==> src/rtl/bss_pkg.sv <==
package bss_pkg;

  typedef enum logic [2:0] {
    STS_IDLE  = 3'd0,
    STS_INIT  = 3'd1,
    STS_COPY  = 3'd2,
    STS_REMAP = 3'd3,
    STS_RUN   = 3'd4,
    STS_FAULT = 3'd5
  } bss_status_e;

  typedef enum logic [2:0] {
    FS_IDLE,
    FS_INIT,
    FS_MAGIC,
    FS_LEN,
    FS_COPY,
    FS_REMAP,
    FS_RUN,
    FS_FAULT
  } bss_fsm_e;

endpackage

==> src/rtl/bss_init_rom.sv <==
// Fixed table of DRAM controller setup writes, generated from the index.
module bss_init_rom #(
  parameter int                  ADDR_W    = 32,
  parameter int                  DATA_W    = 32,
  parameter int                  ENTRIES   = 8,
  parameter logic [ADDR_W-1:0]   CTRL_BASE = 32'h4002_0000,
  parameter logic [DATA_W-1:0]   DATA_SEED = 32'h1000_0000,
  localparam int                 IDX_W     = (ENTRIES > 1) ? $clog2(ENTRIES) : 1
) (
  input  logic [IDX_W-1:0]  idx_i,
  output logic [ADDR_W-1:0] addr_o,
  output logic [DATA_W-1:0] data_o
);

  logic [ADDR_W-1:0] tbl_addr [ENTRIES];
  logic [DATA_W-1:0] tbl_data [ENTRIES];

  for (genvar g = 0; g < ENTRIES; g++) begin : g_entry
    assign tbl_addr[g] = CTRL_BASE + ADDR_W'(g * 8);
    assign tbl_data[g] = DATA_SEED + DATA_W'(g * 17);
  end

  assign addr_o = tbl_addr[idx_i];
  assign data_o = tbl_data[idx_i];

endmodule

==> src/rtl/bss_ack_timer.sv <==
// Counts cycles a request waits unanswered; flags expiry on the last one.
module bss_ack_timer #(
  parameter int LIMIT = 1024,
  localparam int CNT_W = (LIMIT > 1) ? $clog2(LIMIT) : 1
) (
  input  logic clk,
  input  logic rst_n,
  input  logic wait_i,
  input  logic ack_i,
  output logic expired_o
);

  logic [CNT_W-1:0] cnt_q, cnt_d;
  logic             stalled;

  assign stalled   = wait_i && !ack_i;
  assign expired_o = stalled && (cnt_q == CNT_W'(LIMIT - 1));

  always_comb begin
    cnt_d = cnt_q;
    if (stalled) cnt_d = cnt_q + 1'b1;
    else         cnt_d = '0;
  end

  always_ff @(posedge clk or negedge rst_n) begin
    if (!rst_n) cnt_q <= '0;
    else        cnt_q <= cnt_d;
  end

endmodule

==> src/rtl/bss_copy_path.sv <==
// Holds image length, payload index and the word awaiting its DRAM write.
module bss_copy_path #(
  parameter int                ADDR_W    = 32,
  parameter int                DATA_W    = 32,
  parameter logic [ADDR_W-1:0] DRAM_BASE = 32'hA000_0000
) (
  input  logic              clk,
  input  logic              rst_n,
  input  logic              load_len_i,
  input  logic [DATA_W-1:0] len_i,
  input  logic              take_i,
  input  logic [DATA_W-1:0] word_i,
  input  logic              wr_done_i,
  output logic              pend_o,
  output logic [ADDR_W-1:0] addr_o,
  output logic [DATA_W-1:0] data_o,
  output logic              last_o
);

  logic [DATA_W-1:0] len_q, len_d;
  logic [DATA_W-1:0] cnt_q, cnt_d;
  logic [DATA_W-1:0] word_q, word_d;
  logic              pend_q, pend_d;
  logic              len_en, cnt_en, word_en, pend_en;

  assign len_en  = load_len_i;
  assign word_en = take_i && !pend_q;
  assign cnt_en  = load_len_i || (wr_done_i && pend_q);
  assign pend_en = word_en || (wr_done_i && pend_q);

  always_comb begin
    len_d  = len_i;
    word_d = word_i;
    cnt_d  = load_len_i ? '0 : cnt_q + 1'b1;
    pend_d = word_en;
  end

  always_ff @(posedge clk or negedge rst_n) begin
    if (!rst_n) begin
      len_q  <= '0;
      cnt_q  <= '0;
      word_q <= '0;
      pend_q <= 1'b0;
    end else begin
      if (len_en)  len_q  <= len_d;
      if (cnt_en)  cnt_q  <= cnt_d;
      if (word_en) word_q <= word_d;
      if (pend_en) pend_q <= pend_d;
    end
  end

  assign pend_o = pend_q;
  assign data_o = word_q;
  assign addr_o = DRAM_BASE + ADDR_W'({cnt_q, 2'b00});
  assign last_o = (cnt_q == len_q - 1'b1);

endmodule

==> src/rtl/boot_shadow_seq.sv <==
module boot_shadow_seq
  import bss_pkg::*;
#(
  parameter int                ADDR_W       = 32,
  parameter int                DATA_W       = 32,
  parameter int                INIT_ENTRIES = 8,
  parameter int                ACK_LIMIT    = 1024,
  parameter logic [ADDR_W-1:0] DRAM_BASE    = 32'hA000_0000,
  parameter logic [ADDR_W-1:0] CTRL_BASE    = 32'h4002_0000,
  parameter logic [DATA_W-1:0] INIT_SEED    = 32'h1000_0000,
  parameter logic [ADDR_W-1:0] REMAP_ADDR   = 32'h4003_8008,
  parameter logic [DATA_W-1:0] REMAP_DATA   = 32'h0000_0001,
  parameter logic [DATA_W-1:0] IMG_MAGIC    = 32'hB007_1A9E
) (
  input  logic              clk,
  input  logic              rst_n,
  input  logic              prog_mode_i,
  output logic              cfg_req_o,
  output logic [ADDR_W-1:0] cfg_addr_o,
  output logic [DATA_W-1:0] cfg_data_o,
  input  logic              cfg_ack_i,
  output logic              mem_req_o,
  output logic [ADDR_W-1:0] mem_addr_o,
  output logic [DATA_W-1:0] mem_data_o,
  input  logic              mem_ack_i,
  input  logic              img_valid_i,
  input  logic [DATA_W-1:0] img_data_i,
  output logic              img_ready_o,
  output logic              cpu_rst_n_o,
  output logic              done_o,
  output logic              err_o,
  output logic [2:0]        status_o
);

  localparam int IDX_W = (INIT_ENTRIES > 1) ? $clog2(INIT_ENTRIES) : 1;

  // reset synchroniser: async assert, sync release
  logic rs_meta_q, rs_q;
  always_ff @(posedge clk or negedge rst_n) begin
    if (!rst_n) begin
      rs_meta_q <= 1'b0;
      rs_q      <= 1'b0;
    end else begin
      rs_meta_q <= 1'b1;
      rs_q      <= rs_meta_q;
    end
  end

  bss_fsm_e          st_q, st_d;
  logic [IDX_W-1:0]  idx_q, idx_d;
  logic              idx_en;
  logic              rel_seen_q, rel_seen_d;

  logic [ADDR_W-1:0] rom_addr;
  logic [DATA_W-1:0] rom_data;
  logic              tmo;
  logic              cfg_hs, mem_hs, img_hs;
  logic              cp_pend, cp_last;
  logic              load_len;

  bss_init_rom #(
    .ADDR_W(ADDR_W), .DATA_W(DATA_W), .ENTRIES(INIT_ENTRIES),
    .CTRL_BASE(CTRL_BASE), .DATA_SEED(INIT_SEED)
  ) u_rom (
    .idx_i(idx_q), .addr_o(rom_addr), .data_o(rom_data)
  );

  bss_ack_timer #(.LIMIT(ACK_LIMIT)) u_tmr (
    .clk(clk), .rst_n(rs_q),
    .wait_i(cfg_req_o || mem_req_o),
    .ack_i(cfg_hs || mem_hs),
    .expired_o(tmo)
  );

  bss_copy_path #(
    .ADDR_W(ADDR_W), .DATA_W(DATA_W), .DRAM_BASE(DRAM_BASE)
  ) u_cp (
    .clk(clk), .rst_n(rs_q),
    .load_len_i(load_len), .len_i(img_data_i),
    .take_i(img_hs && st_q == FS_COPY), .word_i(img_data_i),
    .wr_done_i(mem_hs),
    .pend_o(cp_pend), .addr_o(mem_addr_o), .data_o(mem_data_o),
    .last_o(cp_last)
  );

  // handshake and port decode
  assign cfg_req_o   = (st_q == FS_INIT) || (st_q == FS_REMAP);
  assign cfg_addr_o  = (st_q == FS_REMAP) ? REMAP_ADDR : rom_addr;
  assign cfg_data_o  = (st_q == FS_REMAP) ? REMAP_DATA : rom_data;
  assign mem_req_o   = (st_q == FS_COPY) && cp_pend;
  assign img_ready_o = (st_q == FS_MAGIC) || (st_q == FS_LEN) ||
                       ((st_q == FS_COPY) && !cp_pend);
  assign cfg_hs      = cfg_req_o && cfg_ack_i;
  assign mem_hs      = mem_req_o && mem_ack_i;
  assign img_hs      = img_ready_o && img_valid_i;
  assign load_len    = (st_q == FS_LEN) && img_valid_i;

  assign cpu_rst_n_o = (st_q == FS_RUN);
  assign done_o      = (st_q == FS_RUN) && !rel_seen_q;
  assign err_o       = (st_q == FS_FAULT);

  always_comb begin
    unique case (st_q)
      FS_IDLE:                     status_o = STS_IDLE;
      FS_INIT:                     status_o = STS_INIT;
      FS_MAGIC, FS_LEN, FS_COPY:   status_o = STS_COPY;
      FS_REMAP:                    status_o = STS_REMAP;
      FS_RUN:                      status_o = STS_RUN;
      default:                     status_o = STS_FAULT;
    endcase
  end

  // next-state logic
  always_comb begin
    st_d       = st_q;
    idx_en     = 1'b0;
    idx_d      = idx_q + 1'b1;
    rel_seen_d = rel_seen_q | (st_q == FS_RUN);
    unique case (st_q)
      FS_IDLE:  st_d = prog_mode_i ? FS_RUN : FS_INIT;
      FS_INIT: begin
        if (tmo) st_d = FS_FAULT;
        else if (cfg_hs) begin
          idx_en = 1'b1;
          if (idx_q == IDX_W'(INIT_ENTRIES - 1)) st_d = FS_MAGIC;
        end
      end
      FS_MAGIC: begin
        if (img_valid_i) st_d = (img_data_i == IMG_MAGIC) ? FS_LEN : FS_FAULT;
      end
      FS_LEN: begin
        if (img_valid_i) st_d = (img_data_i == '0) ? FS_REMAP : FS_COPY;
      end
      FS_COPY: begin
        if (tmo) st_d = FS_FAULT;
        else if (mem_hs && cp_last) st_d = FS_REMAP;
      end
      FS_REMAP: begin
        if (tmo) st_d = FS_FAULT;
        else if (cfg_hs) st_d = FS_RUN;
      end
      FS_RUN:   st_d = FS_RUN;
      default:  st_d = FS_FAULT;
    endcase
  end

  always_ff @(posedge clk or negedge rs_q) begin
    if (!rs_q) begin
      st_q       <= FS_IDLE;
      idx_q      <= '0;
      rel_seen_q <= 1'b0;
    end else begin
      st_q       <= st_d;
      rel_seen_q <= rel_seen_d;
      if (idx_en) idx_q <= idx_d;
    end
  end

endmodule

==> config.mk <==
export PLATFORM = sky130hd
export DESIGN_NAME = boot_shadow_seq
export DESIGN_NICKNAME = d
export VERILOG_FILES = /design/src/rtl/bss_pkg.sv /design/src/rtl/bss_init_rom.sv /design/src/rtl/bss_ack_timer.sv /design/src/rtl/bss_copy_path.sv /design/src/rtl/boot_shadow_seq.sv
export SDC_FILE = /design/constraint.sdc
export NUM_CORES = 1
export LEC_CHECK = 0
export ABC_CLOCK_PERIOD_IN_PS = 4300
export CORE_UTILIZATION = 65
export DETAILED_ROUTE_END_ITERATION = 10
export DONT_BUFFER_PORTS = 1
export PLACE_DENSITY = 0.79
export SETUP_SLACK_MARGIN = 0.05
export SYNTH_ARGS = -nofsm -noshare
export SYNTH_HDL_FRONTEND = slang
export SYNTH_HIERARCHICAL = 1
export SYNTH_SLANG_ARGS = --single-unit
==> constraint.sdc <==
create_clock -name clk -period 4.3 [get_ports clk]
set_input_delay 0.86 -clock clk [delete_from_list [all_inputs] [get_ports clk]]
set_output_delay 0.86 -clock clk [all_outputs]
set_load 0.02 [all_outputs]
==> report_table.html <==
<table>
<tr><th>Metric</th><th>Value</th></tr>
<tr><th colspan="2">Routing</th></tr>
<tr><td>Count of vias placed by the detailed router</td><td>4955</td></tr>
<tr><td>ANT nets after route</td><td>0</td></tr>
<tr><td>Initial drt markers</td><td>226</td></tr>
<tr><td>Wire length per cell</td><td>17.93 µm</td></tr>
<tr><td>Mean number of vias per cell</td><td>5.709</td></tr>
<tr><td>Drc violations</td><td>0</td></tr>
<tr><td>Total iterations of the first detailed-routing run</td><td>4</td></tr>
<tr><td>Aggregate routed wire length</td><td>15560 µm</td></tr>
<tr><th colspan="2">Clock network</th></tr>
<tr><td>Total clock buffers created by CTS</td><td>17</td></tr>
<tr><td>CTS tree</td><td>yes</td></tr>
<tr><td>Number of sinks handled by clock tree synthesis</td><td>116</td></tr>
<tr><td>Number of H-tree levels</td><td>4</td></tr>
<tr><td>Clock tree root buffer cell</td><td>clkbuf_16</td></tr>
<tr><td>Worst skew pair latency</td><td>0.42 ns</td></tr>
<tr><td>Clk slew on worst S/H paths</td><td>0.05 ns</td></tr>
<tr><td>Max clock buf depth</td><td>2</td></tr>
<tr><th colspan="2">Logic synthesis</th></tr>
<tr><td>Most common library cells after synthesis</td><td>116 x dfrtp_1, 94 x buf_4, 64 x and2_1, 63 x mux2_2, 53 x nor2_1</td></tr>
<tr><td>YS warnings</td><td>6</td></tr>
<tr><td>Ys flop type</td><td>dfrtp_1</td></tr>
<tr><td>Sequential-to-total area share from yosys stat</td><td>39.18%</td></tr>
<tr><td>Most frequently used cell type in the post-synthesis netlist</td><td>dfrtp_1</td></tr>
<tr><td>Synthesized instance count</td><td>762</td></tr>
<tr><td>Async set or reset register ratio after synthesis</td><td>100.0%</td></tr>
<tr><td>Main area contributors after synthesis</td><td>dfrtp_1 39%, mux2_2 9.6%, buf_4 9.5%, and2_1 5.4%, xnor2_1 5.2%</td></tr>
<tr><td>Synth cell types</td><td>65</td></tr>
<tr><td>Synth top area share</td><td>39.18%</td></tr>
<tr><td>Synth area leader</td><td>dfrtp_1</td></tr>
<tr><td>Post-synth EDFFs</td><td>0</td></tr>
<tr><td>Area of the mapped netlist</td><td>7408 µm²</td></tr>
<tr><td>Number of synthesized register bits</td><td>116</td></tr>
<tr><td>Mean area per synthesized cell</td><td>9.722 µm²</td></tr>
<tr><th colspan="2">Power</th></tr>
<tr><td>Share of power burned in combinational logic</td><td>6.4%</td></tr>
<tr><td>IR Drop Worst-Case VDD</td><td>337.0 µV</td></tr>
<tr><td>Int Pwr</td><td>2.123 mW</td></tr>
<tr><td>Switching pwr</td><td>0.7448 mW</td></tr>
<tr><td>Total Power</td><td>2.867 mW</td></tr>
<tr><td>Clock group share of total power</td><td>50.2%</td></tr>
<tr><td>Reg power frac</td><td>43.4%</td></tr>
<tr><td>Fraction of power spent switching nets</td><td>25.97%</td></tr>
<tr><td>Leak pwr</td><td>3.545 nW</td></tr>
<tr><td>Total power per unit cell area</td><td>376.2 nW/µm²</td></tr>
<tr><th colspan="2">Layout</th></tr>
<tr><td>Nets</td><td>759</td></tr>
<tr><td>Layout cells sized above 1</td><td>17.17%</td></tr>
<tr><td>Number of diodes</td><td>0</td></tr>
<tr><td>Post-Layout Inst Area</td><td>7622 µm²</td></tr>
<tr><td>Core occupancy in the finished layout</td><td>69.40%</td></tr>
<tr><td>Area growth, synth to finish</td><td>2.888%</td></tr>
<tr><td>Post-route insts no fill</td><td>868</td></tr>
<tr><td>Count of fill cells added during filler insertion</td><td>835</td></tr>
<tr><th colspan="2">Critical path</th></tr>
<tr><td>Data arrival time at the worst-slack endpoint</td><td>4.19 ns</td></tr>
<tr><td>List of cells traversed by the critical path</td><td>nor3_2, nand2_1, or4_1, xnor2_1, a2111oi_0, o2111ai_1, nor4bb_2, nand3_1, a22oi_1, o22ai_1, a211oi_1, a22oi_2</td></tr>
<tr><td>Delay contributed by the slowest stage of the critical path</td><td>0.54 ns</td></tr>
<tr><td>Critical path required time</td><td>4.59 ns</td></tr>
<tr><td>Maximum fanout along the worst path</td><td>6</td></tr>
<tr><td>Kind of start point of the critical path</td><td>flip-flop</td></tr>
<tr><td>Crit. End Element</td><td>flip-flop</td></tr>
<tr><td>Type of the worst setup path</td><td>reg2reg</td></tr>
<tr><td>Crit-path slowest cell</td><td>or4_1</td></tr>
<tr><th colspan="2">Global route</th></tr>
<tr><td>Pin count of the biggest net entering global routing</td><td>80</td></tr>
<tr><td>Sum of overflow across all layers after global routing</td><td>0</td></tr>
<tr><td>Global-route wire length before repair</td><td>25280 µm</td></tr>
<tr><td>Initial antenna violation count</td><td>0</td></tr>
<tr><td>Number of global-route vias before repair</td><td>4878</td></tr>
<tr><td>Overall global routing resource usage</td><td>28.14%</td></tr>
<tr><th colspan="2">Floorplan</th></tr>
<tr><td>Number of top-level pins</td><td>175</td></tr>
<tr><td>Starting density of the core</td><td>67.45%</td></tr>
<tr><td>X dimension of the die</td><td>108.8 µm</td></tr>
<tr><td>Number of rows in the core area</td><td>38</td></tr>
<tr><td>Die Y</td><td>108.8 µm</td></tr>
<tr><td>Full die area</td><td>11830 µm²</td></tr>
<tr><td>Core footprint</td><td>10980 µm²</td></tr>
<tr><th colspan="2">STA</th></tr>
<tr><td>Number of hold violations in the final report</td><td>0</td></tr>
<tr><td>Layout Skew</td><td>0.008088 ns</td></tr>
<tr><td>Peak Freq</td><td>256.8 MHz</td></tr>
<tr><td>Slew @ Worst Pin</td><td>1.005 ns</td></tr>
<tr><td>Worst setup margin</td><td>0.4053 ns</td></tr>
<tr><td>Final worst hold slack</td><td>0.1315 ns</td></tr>
<tr><td>Number of max-slew violations in the final report</td><td>0</td></tr>
<tr><td>Shortest period the worst path allows</td><td>3.895 ns</td></tr>
<tr><td>Fin crit share</td><td>90.57%</td></tr>
<tr><td>Setup TNS</td><td>0 ns</td></tr>
<tr><td>Setup repair after global routing missed its margin</td><td>no</td></tr>
<tr><td>Setup-violating endpoint count in the final report</td><td>0</td></tr>
<tr><td>Worst-case headroom to the max-slew limit</td><td>32.85%</td></tr>
<tr><th colspan="2">Worst hold path</th></tr>
<tr><td>Kind of path behind the tightest hold check</td><td>in2async</td></tr>
<tr><th colspan="2">Flow run</th></tr>
<tr><td># Max-Cap Violations</td><td>0</td></tr>
<tr><th colspan="2">Placed design</th></tr>
<tr><td>Placed standard-cell area</td><td>7010 µm²</td></tr>
<tr><td>Routability congestion estimate from global placement</td><td>0.9709</td></tr>
<tr><td>Number of port buffers</td><td>0</td></tr>
<tr><td>Pre-CTS WS</td><td>0.3584 ns</td></tr>
<tr><td>Placed Cells</td><td>836</td></tr>
<tr><td>Post-detailed-placement half-perimeter wirelength</td><td>11540 µm</td></tr>
<tr><th colspan="2">Run status</th></tr>
<tr><td>Result of the run</td><td>finished, final reports clean</td></tr>
</table>
[cell type report]
type	count	area [µm²]	share of cell area (%)
multi-input cells	560	3834	50.30
inverters	13	48.80	0.6402
well taps	140	175.2	2.298
flip-flops and latches	116	2907	38.13
clock buffers	19	432.9	5.680
repair buffers	7	52.55	0.6894
clock inverters	13	172.7	2.265
[power by group through the flow]
stage	logic (mW)	registers (mW)	clock network (mW)
2_1_floorplan	0.216	1.24	0
6_report	0.183	1.24	1.44
3_5_place_dp	0.181	1.26	0
5_1_grt	0.199	1.25	1.51
3_3_place_gp	0.174	1.26	0
4_1_cts	0.182	1.25	1.47
[worst max-delay path: cells and delay by family, from the launching register on]
kind	cells	cell delay (ns)
DFF	1	0.43
and+or+nand+nor	5	1.80
AOI/OAI and AO/OA	6	1.40
xor gates and xnor gates	1	0.14
[registers in the layout, summed over array words and instances (netlist names)]
register     count
u_cp/cnt_q      32
u_cp/data_o     32
u_cp/len_q      32
u_tmr/cnt_q     10
idx_q            3
st_q             3
rel_seen_q       1
rs_meta_q        1
rs_q             1
u_cp/pend_o      1
[path summary, 6_finish.rpt]
kind	endpoint	start	cells past startpoint	slack, ns
max reg2reg	st_q[0]$_DFFE_PN0P_	u_cp/len_q[0]$_DFFE_PN0P_	12	0.41
max	st_q[0]$_DFFE_PN0P_	u_cp/len_q[0]$_DFFE_PN0P_	12	0.41
max in group asynchronous	u_cp/cnt_q[21]$_DFFE_PN0P_	rs_q$_DFF_PN0_	1	2.73
min in group clk	rs_q$_DFF_PN0_	rs_meta_q$_DFF_PN0_	0	0.35
min	rs_meta_q$_DFF_PN0_	rst_n	0	0.13
min reg2reg	rs_q$_DFF_PN0_	rs_meta_q$_DFF_PN0_	0	0.35
[placed cells by master, fill, tap and decap left out, drive strengths merged, types with 19 or more instances in the layout]
master  synthesis  layout
xnor2          44      44
nor4           21      21
mux2           64      64
xor2           41      41
nand3          24      24
clkbuf         24      19
dfrtp         116     116
nor2           53      53
nand2          34      34
and2           64      64
nor3           19      19
conb            4      58
[routing by layer]
metal	up-vias	GRT usage, %	wire [µm]
met5	-	0	0
met4	0	11.49	254
met3	25	7.531	758
met2	132	49.55	8351
met1	2438	32.32	6194
li1	2360	-	-
[kinds of logic after synthesis]
family | after synthesis | synth area share [%]
buffers and inverters | 140 | 11.94
other | 4 | 0.2026
adder cells (fa/ha/maj) | 6 | 1.013
AO/OA/AOI/OAI | 51 | 4.611
multiplexers | 67 | 10.13
AND/OR/NAND/NOR | 293 | 22.87
XOR/XNOR | 85 | 10.05
flip-flops | 116 | 39.18
[what timing repair did]
action,CTS,global route
buffers inserted,0,0
hold endpoints to repair,0,0
hold buffers,0,0
setup endpoints to repair,0,1
resized for setup,0,1
Power figures use the tool's default switching activity.
